## src/rtl/wl97_pkg.sv

```systemverilog
package wl97_pkg;

    typedef enum logic [1:0] {
        PH_LOAD = 2'd0,
        PH_LIFT = 2'd1,
        PH_EMIT = 2'd2
    } phase_e;

    localparam real LIFT_A = -1.586134342;
    localparam real LIFT_B = -0.052980118;
    localparam real LIFT_G = 0.8829110762;
    localparam real LIFT_D = 0.4435068522;
    localparam real NORM_K = 1.149604398;

    // real constant -> round-to-nearest fixed point with f fraction bits
    function automatic int qcoef(real v, int f);
        real s;
        s = v * (2.0 ** f);
        return (s >= 0.0) ? $rtoi(s + 0.5) : -$rtoi(0.5 - s);
    endfunction

endpackage

```

## src/rtl/wl97_shadd.sv

```systemverilog
// Signed multiply by a coefficient word built from shifted partial sums.
module wl97_shadd #(
    parameter int VW = 20,
    parameter int CW = 17
) (
    input  logic signed [VW-1:0]    v,
    input  logic signed [CW-1:0]    c,
    output logic signed [VW+CW-1:0] p
);
    localparam int PW = VW + CW;

    logic signed [PW-1:0] ext;
    assign ext = PW'(v);

    always_comb begin
        p = '0;
        for (int i = 0; i < CW - 1; i++) begin
            if (c[i]) p = p + (ext <<< i);
        end
        if (c[CW-1]) p = p - (ext <<< (CW - 1));
    end
endmodule

```

## src/rtl/wl97_nbr.sv

```systemverilog
// Neighbour positions of idx with whole-sample symmetric mirroring at both ends.
module wl97_nbr #(
    parameter int CNTW = 6,
    parameter int AW   = 5
) (
    input  logic [CNTW-1:0] idx,
    input  logic [CNTW-1:0] len,
    output logic [AW-1:0]   lo,
    output logic [AW-1:0]   hi
);
    logic [AW-1:0] ia;
    assign ia = idx[AW-1:0];

    always_comb begin
        lo = (ia == '0) ? AW'(1) : ia - AW'(1);
        hi = ((idx + CNTW'(1)) >= len) ? ia - AW'(1) : ia + AW'(1);
    end
endmodule

```

## src/rtl/wl97_fold_dwt.sv

```systemverilog
module wl97_fold_dwt #(
    parameter int DW   = 10,
    parameter int NMAX = 32,
    parameter int FB   = 6,
    parameter int CF   = 14
) (
    input  logic                 clk,
    input  logic                 rst_n,
    input  logic                 in_valid,
    output logic                 in_ready,
    input  logic signed [DW-1:0] in_data,
    input  logic                 in_last,
    output logic                 out_valid,
    output logic                 out_high,
    output logic signed [DW+3:0] out_data
);
    import wl97_pkg::*;

    localparam int IW   = DW + FB + 5;
    localparam int OW   = DW + 4;
    localparam int CW   = CF + 3;
    localparam int AW   = $clog2(NMAX);
    localparam int CNTW = $clog2(NMAX + 2);
    localparam int SW   = IW + 1;
    localparam int LPW  = SW + CW;
    localparam int SPW  = IW + CW;

    localparam logic signed [CW-1:0] C_A  = CW'(qcoef(LIFT_A, CF));
    localparam logic signed [CW-1:0] C_B  = CW'(qcoef(LIFT_B, CF));
    localparam logic signed [CW-1:0] C_G  = CW'(qcoef(LIFT_G, CF));
    localparam logic signed [CW-1:0] C_D  = CW'(qcoef(LIFT_D, CF));
    localparam logic signed [CW-1:0] C_K  = CW'(qcoef(NORM_K, CF));
    localparam logic signed [CW-1:0] C_KI = CW'(qcoef(1.0 / NORM_K, CF));
    localparam logic signed [LPW-1:0] LHALF = LPW'(1) <<< (CF - 1);
    localparam logic signed [SPW-1:0] SHALF = SPW'(1) <<< (CF + FB - 1);

    typedef struct packed {
        phase_e                st;
        logic [1:0]            pass;
        logic [CNTW-1:0]       cnt;
        logic [CNTW-1:0]       len;
        logic                  ov;
        logic                  oh;
        logic signed [OW-1:0]  od;
    } ctl_t;

    ctl_t d, q;
    logic signed [IW-1:0] mem_d [NMAX];
    logic signed [IW-1:0] mem_q [NMAX];

    // shared lifting path: neighbour sum, constant product, rounding, accumulate
    logic [AW-1:0]         nb_lo, nb_hi;
    logic signed [CW-1:0]  coef;
    logic signed [SW-1:0]  nsum;
    logic signed [LPW-1:0] lprod, lrnd;
    logic signed [IW-1:0]  lnew;

    wl97_nbr #(.CNTW(CNTW), .AW(AW)) u_nbr (
        .idx(q.cnt), .len(q.len), .lo(nb_lo), .hi(nb_hi)
    );

    always_comb begin
        case (q.pass)
            2'd0:    coef = C_A;
            2'd1:    coef = C_B;
            2'd2:    coef = C_G;
            default: coef = C_D;
        endcase
    end

    assign nsum = SW'(mem_q[nb_lo]) + SW'(mem_q[nb_hi]);

    wl97_shadd #(.VW(SW), .CW(CW)) u_lift_mul (.v(nsum), .c(coef), .p(lprod));

    assign lrnd = (lprod + LHALF) >>> CF;
    assign lnew = mem_q[q.cnt[AW-1:0]] + IW'(lrnd);

    // output scaling path
    logic signed [CW-1:0]  ksel;
    logic signed [SPW-1:0] sprod, srnd;

    assign ksel = q.cnt[0] ? C_KI : C_K;

    wl97_shadd #(.VW(IW), .CW(CW)) u_scale_mul (
        .v(mem_q[q.cnt[AW-1:0]]), .c(ksel), .p(sprod)
    );

    assign srnd = (sprod + SHALF) >>> (CF + FB);

    always_comb begin
        d     = q;
        mem_d = mem_q;
        d.ov  = 1'b0;
        case (q.st)
            PH_LOAD: begin
                if (in_valid) begin
                    mem_d[q.cnt[AW-1:0]] = IW'(in_data) <<< FB;
                    if (in_last || (q.cnt == CNTW'(NMAX - 1))) begin
                        d.st   = PH_LIFT;
                        d.len  = q.cnt + CNTW'(1);
                        d.pass = 2'd0;
                        d.cnt  = CNTW'(1);
                    end else begin
                        d.cnt = q.cnt + CNTW'(1);
                    end
                end
            end
            PH_LIFT: begin
                if (q.cnt < q.len) mem_d[q.cnt[AW-1:0]] = lnew;
                if ((q.cnt + CNTW'(2)) >= q.len) begin
                    if (q.pass == 2'd3) begin
                        d.st  = PH_EMIT;
                        d.cnt = '0;
                    end else begin
                        d.pass = q.pass + 2'd1;
                        d.cnt  = q.pass[0] ? CNTW'(1) : CNTW'(0);
                    end
                end else begin
                    d.cnt = q.cnt + CNTW'(2);
                end
            end
            default: begin
                d.ov = 1'b1;
                d.oh = q.cnt[0];
                d.od = OW'(srnd);
                if (q.cnt == q.len - CNTW'(1)) begin
                    d.st  = PH_LOAD;
                    d.cnt = '0;
                end else begin
                    d.cnt = q.cnt + CNTW'(1);
                end
            end
        endcase
    end

    always_ff @(posedge clk) begin
        if (!rst_n) begin
            q <= '0;
            for (int i = 0; i < NMAX; i++) mem_q[i] <= '0;
        end else begin
            q     <= d;
            mem_q <= mem_d;
        end
    end

    assign in_ready  = (q.st == PH_LOAD);
    assign out_valid = q.ov;
    assign out_high  = q.oh;
    assign out_data  = q.od;


    blk_close_chk: assert property (@(posedge clk) disable iff (!rst_n)
        (in_valid && in_ready && (in_last || q.cnt == CNTW'(NMAX - 1))) |=> !in_ready);

    ready_back_chk: assert property (@(posedge clk) disable iff (!rst_n)
        (in_ready && !$past(in_ready)) |-> out_valid);

    tag_alt_chk: assert property (@(posedge clk) disable iff (!rst_n)
        (out_valid && $past(out_valid)) |-> (out_high != $past(out_high)));

    first_low_chk: assert property (@(posedge clk) disable iff (!rst_n)
        $rose(out_valid) |-> !out_high);

    pass_order_chk: assert property (@(posedge clk) disable iff (!rst_n)
        (q.st == PH_LIFT && $past(q.st == PH_LIFT)) |->
        (q.pass == $past(q.pass) || q.pass == $past(q.pass) + 2'd1));
endmodule

```

## config.mk

```make
export PLATFORM = sky130hd
export DESIGN_NAME = wl97_fold_dwt
export DESIGN_NICKNAME = d
export VERILOG_FILES = /design/src/rtl/wl97_pkg.sv /design/src/rtl/wl97_shadd.sv /design/src/rtl/wl97_nbr.sv /design/src/rtl/wl97_fold_dwt.sv
export SDC_FILE = /design/constraint.sdc
export NUM_CORES = 2
export LEC_CHECK = 0
export BUFFER_PORTS_ARGS = -buffer_cell sky130_fd_sc_hd__buf_2
export CAP_MARGIN = 40
export CORE_MARGIN = 2
export CORE_UTILIZATION = 44
export DETAILED_ROUTE_END_ITERATION = 7
export PLACE_DENSITY = 0.6
export SLEW_MARGIN = 20
export SYNTH_ARGS = -nofsm -noshare
export SYNTH_HDL_FRONTEND = slang
export SYNTH_HIERARCHICAL = 1
export SYNTH_SLANG_ARGS = --single-unit
```

## constraint.sdc

```tcl
create_clock -name clk -period 26.9 [get_ports clk]
set_clock_uncertainty 0.2 [all_clocks]
set_input_delay 2.69 -clock clk [delete_from_list [all_inputs] [get_ports clk]]
set_output_delay 2.69 -clock clk [all_outputs]
set_load 0.01 [all_outputs]
```

======== Yosys cells after proc, flatten, opt, wreduce, memory -nomap -nowiden ========
Index checks and enable logic that the tools add are counted.
storage, ports and cells
  bits in latches ......................... 0
  register bits ........................... 704
  word-level logic and storage cells ...... 185
  input port bits ......................... 14
  output and inout bits ................... 17
  memories kept ........................... 0
  ROM bits ................................ 0
  memory bits (writable) .................. 0
operators by class
  reductions and logical operators ........ 12
  divide/modulo/power cells ............... 0
  eq/ne operators ......................... 12
  multipliers ............................. 0
  order comparisons ....................... 7
  shift operators ......................... 0
  add/subtract/negate cells ............... 42
  bitwise operators ....................... 3
  muxes and demuxes ....................... 70
operators with widths
  cell                                            number
  bitwise mux 672 bit                             2
  2-to-1 mux 672 bit                              2
  case mux 672 bit (2 select lines)               1
  2-to-1 mux 35 bit                               17
  2-to-1 mux 34 bit                               17
  binary-select mux 21 bit (select 5 bit)         3
  2-to-1 mux 21 bit                               7
  adder 35 bit                                    3
  demux 21 bit (select 5 bit)                     1
  adder 34 bit                                    3
  case mux 17 bit (3 select lines)                1
  adder 35 x 15 -> 35 bit, second input constant  1
  adder 35 x 23 -> 35 bit                         1
  adder 35 x 24 -> 35 bit                         1
  adder 35 x 25 -> 35 bit                         1
  adder 35 x 26 -> 35 bit                         1
  adder 35 x 27 -> 35 bit                         1
  adder 35 x 28 -> 35 bit                         1
  adder 35 x 29 -> 35 bit                         1
  adder 35 x 30 -> 35 bit                         1
  adder 35 x 31 -> 35 bit                         1
  adder 35 x 32 -> 35 bit                         1
  adder 35 x 33 -> 35 bit                         1
  adder 35 x 34 -> 35 bit                         1
  other kinds (52)                                76

======== Depth between registers and ports, before layout ========
  depth in word-level cells ............... 46
  mapped depth ............................ 157
  gate-level depth less buffers ........... 151

======== Cells and area by module ========
The synthesis kept the hierarchy.
modules (own cells, without submodules)
  module                    cells an instance  instances  area each (um^2)
  wl97_fold_dwt             4265               1          43464.2
  wl97_shadd (u_lift_mul)   4368               1          29682.2
  wl97_shadd (u_scale_mul)  4432               1          29429.5
  wl97_nbr                  55                 1          400.4

======== Least setup slack after synthesis ========
OpenSTA, ideal clock, no wires.
  path kind ............................... reg2reg
  start point ............................. register q[22] in the netlist's numbering
  end point ............................... register mem_q[418] in the netlist's numbering
  arrival ................................. 27402 ps
  stages on the path, launching flop included .. 141
  period minus slack after synthesis ...... 27754 ps
  library setup time ...................... 152 ps
  data required time ...................... 26548 ps
  setup slack ............................. -854 ps
  cell sequence ........................... dfxtp_1 -> ha_1 -> nand3_1 -> xnor2_1 -> ha_1 -> nand4_1 -> o221ai_2 -> xor2_1 -> clkbuf_1 -> buf_1 -> buf_1 -> mux4_2 -> mux4_2 -> mux2_2 -> ha_1 -> fa_1 -> inv_1 -> nor2_1 -> (+105 left out) -> xor2_1 -> mux2i_1 -> ha_1 -> or4_1 -> a31oi_1 -> nor2b_1 -> o21ai_0 -> o21a_1 -> xnor2_1 -> ha_1 -> nand3_1 -> inv_1 -> a31oi_1 -> o21ai_0 -> a31oi_1 -> xor2_1 -> clkbuf_1 -> a41oi_1
between the ends
  word-level cells in the longest chain between the ends .. 46
  elaborated cells between the ends (all ways) .. 68
  those cells by class .................... 22 x add/sub; 4 x order compare; 1 x eq/ne; 35 x mux; 3 x bitwise; 3 x reduce/logical
RTL lines
  element                                                   line                  RTL
  start, declared                                           wl97_fold_dwt.sv:47   ctl_t d, q;
  start signal, assigned                                    wl97_fold_dwt.sv:138  q <= '0;
  start signal, assigned                                    wl97_fold_dwt.sv:141  q <= d;
  adder 6 x 1 -> 6 bit                                      wl97_nbr.sv:16        hi = ((idx + CNTW'(1)) >= len) ? ia - AW'(1) : ia + AW'(1);
  greater-or-equal comparator 6 bit                         wl97_nbr.sv:16
  2-to-1 mux 5 bit (*)                                      wl97_nbr.sv:16
  net nb_hi[1]                                              wl97_fold_dwt.sv:52   logic [AW-1:0] nb_lo, nb_hi;
  NOT 5 -> 6 bit (not written as such) (*)                  wl97_fold_dwt.sv:71   assign nsum = SW'(mem_q[nb_lo]) + SW'(mem_q[nb_hi]);
  binary-select mux 21 bit (select 5 bit) (*)               wl97_fold_dwt.sv:71
  2-to-1 mux 21 bit (not written as such) (*) (2 in a row)  wl97_fold_dwt.sv:71
  adder 21 x 21 -> 22 bit (*)                               wl97_fold_dwt.sv:71
  net nsum[1]                                               wl97_fold_dwt.sv:54   logic signed [SW-1:0] nsum;
  (+31 left out)                                            --
  subtractor 35 bit                                         wl97_shadd.sv:20      if (c[CW-1]) p = p - (ext <<< (CW - 1));
  2-to-1 mux 35 bit (*)                                     wl97_shadd.sv:20
  net lprod[32]                                             wl97_fold_dwt.sv:55   logic signed [LPW-1:0] lprod, lrnd;
  adder 35 x 15 -> 35 bit (*)                               wl97_fold_dwt.sv:75   assign lrnd = (lprod + LHALF) >>> CF;
  adder 21 bit (*)                                          wl97_fold_dwt.sv:76   assign lnew = mem_q[q.cnt[AW-1:0]] + IW'(lrnd);
  bitwise mux 672 bit (*)                                   wl97_fold_dwt.sv:109  if (q.cnt < q.len) mem_d[q.cnt[AW-1:0]] = lnew;
  2-to-1 mux 672 bit (*)                                    wl97_fold_dwt.sv:109
  case mux 672 bit (2 select lines) (*)                     wl97_fold_dwt.sv:94   case (q.st)
  end signal, assigned                                      wl97_fold_dwt.sv:142  mem_q <= mem_d;
  end, declared                                             wl97_fold_dwt.sv:49   logic signed [IW-1:0] mem_q [NMAX];
Mark *: on every way through the listed nets, which the timed path passes. The rest lies on a longest branch. The select of a mux whose other input is x is not followed.
A chain may end at the register's enable or synchronous reset.

======== Final worst setup path ========
  start point ............................. register q[22] in the netlist's numbering
  end point ............................... register mem_q[607] in the netlist's numbering
The elaborated chain is that of the path after synthesis.

==> flow_metrics.tcl <==
set metrics [dict create \
    critPathSlowestCell "mux4_2" \
    postRouteAntennaNets 0 \
    clk_pin_slew_ns 0.07 \
    postLayoutCoreUtil 0.540 \
    period_needed_ns 26.33 \
    syn_area_per_cell_um2 7.97 \
    ff_latch_area_um2 14100 \
    worst_ep_arrival_time_ns 26.74 \
    wirelength_mm 404 \
    startpoint "q[22]" \
    clockBufferDepth 3 \
    boundaryPins 31 \
    drt_iter0_markers 10100 \
    grt_antenna_before_repair 15 \
    grt_pass1_wl_mm 597 \
    drc_errors 35 \
    outcome "finished, violations left" \
    viasPerCell 6.38 \
    critPathLaunchType "register" \
    netlist_area_um2 94600 \
    chipWidth_um 468 \
    cp_max_fo 13 \
    areaGrowthSynthToFinish_pct 22.2 \
    cts_buffers 81 \
    synth-warning-count 6 \
    grt_max_degree 136 \
    hpwl_mm 293 \
    vias 102000 \
    crit_path_end_kind "register" \
    cts_root_buf "clkbuf_16" \
    gp_congestion 1.00 \
    final_max_slew_viol_count 0 \
    portBuffers 30 \
    setup_tns_ns 0 \
    wl_met2_mm 179 \
    slowest_delay_ns 0.55 \
    finalCritPeriodShare 0.979 \
    insertion_delay_ns 0.73 \
    fmax_ghz 0.0380 \
    coreArea_um2 214000 \
    setup_viol 0 \
    dieHeight_um 468 \
    drive_gt1_frac 0.257 \
    start_util 0.442 \
    cts.sinks 704 \
    top_layer "met5" \
    final_nets 14000 \
    cpMostUsedCell "buf_4" \
    worstMarginPinSlew_ns 1.13 \
    hp-start "mem_q[464]" \
    multiInputGateArea_um2 79000 \
    path_buf_inv 23 \
    dieArea_um2 219000 \
    wire_per_inst_um 25.4 \
    crit_family "compound AO/OA/AOI/OAI gates" \
    hold_class "register to register" \
    nFillCells 19800 \
    wl_met1_mm 161 \
    synth_cells 11900 \
    r2r_start "q[22]" \
    htree_levels 3 \
    dr.pass1.iters 8 \
    finalHoldViolations 0 \
    required_ns 27.31 \
    grt_pass1_vias 97200 \
    maxSlewHeadroom 0.241 \
    wl_met3_mm 39.1 \
    criticalPathCategory "register to register" \
    track_usage 0.352 \
    cts_tree "done" \
    grt_overflow_total 0 \
    violations "design-rule violations" \
    rsz0062_at_grt "true" \
    num_rows 170 \
    maxCapViolCount 0 \
]
-- final cells by class --
cell class	count	share of cell area
Antenna cell	14	0.000303
Clock inverter	45	0.00484
Inverter	507	0.0167
Multi-Input combinational cell	9938	0.683
Clock buffer	104	0.0193
Sequential cell	704	0.122
Tap cell	2838	0.0307
Timing Repair Buffer	1775	0.123
-- path summary, 6_finish.rpt --
check	to	slack (ns)	cells past startpoint
hold reg to reg	mem_q[464]	0.28	2
setup / recovery	mem_q[607]	0.57	143
hold / removal	mem_q[464]	0.28	2
setup reg to reg	mem_q[607]	0.57	143
-- what timing repair did --
| item | 4_1_cts | 5_1_grt |
|---|---|---|
| cloned | 2 | 7 |
| resized for setup | 108 | 483 |
| pin swaps | 38 | 239 |
| setup endpoints to repair | 256 | 392 |
| hold buffers | 0 | 0 |
| buffers inserted | 42 | 101 |
-- sequential cells by signal, summed over array words and instances (netlist names) --
name       count
mem_q        672
out_valid      1
q             16
out_data      14
out_high       1
-- worst min-delay path, cell delays in order (launching register included) --
cell,delay [ns]
dfxtp_1,0.33
nand2_1,0.06
a21oi_1,0.05
-- routing by layer --
metal / track usage / up-vias
li1: - / 46500
met2: 0.557 / 4918
met4: 0.183 / 8
met3: 0.0764 / 1207
met5: 0 / -
met1: 0.450 / 49000
-- per-stage QoR --
stage | cells | instance area (um^2) | hold WS [ns] | worst slack, ns
finish | 15900 | 116000 | 0.284 | 0.570
global route | 15900 | 116000 | 0.301 | -0.698
CTS | 15800 | 112000 | 0.281 | -0.0777
detailed placement | 15600 | 109000 | 0.271 | -0.966
global placement | 15600 | 108000 | 0.260 | -0.653
floorplan | 11900 | 94700 | 0.253 | 0.0135
-- placed cells by master, fill, tap and decap left out, types with 288 or more instances in the layout --
cell type,instances
buf_4,1650
nand2_1,1364
a21oi_1,1127
nor2_1,969
ha_1,853
dfxtp_1,698
o21ai_0,632
mux4_2,592
inv_1,473
xnor2_1,412
a21o_1,369
a211oi_1,288
Power is not shown: default switching activity piles up to over one toggle a cycle in this logic, so the estimate is an artifact.
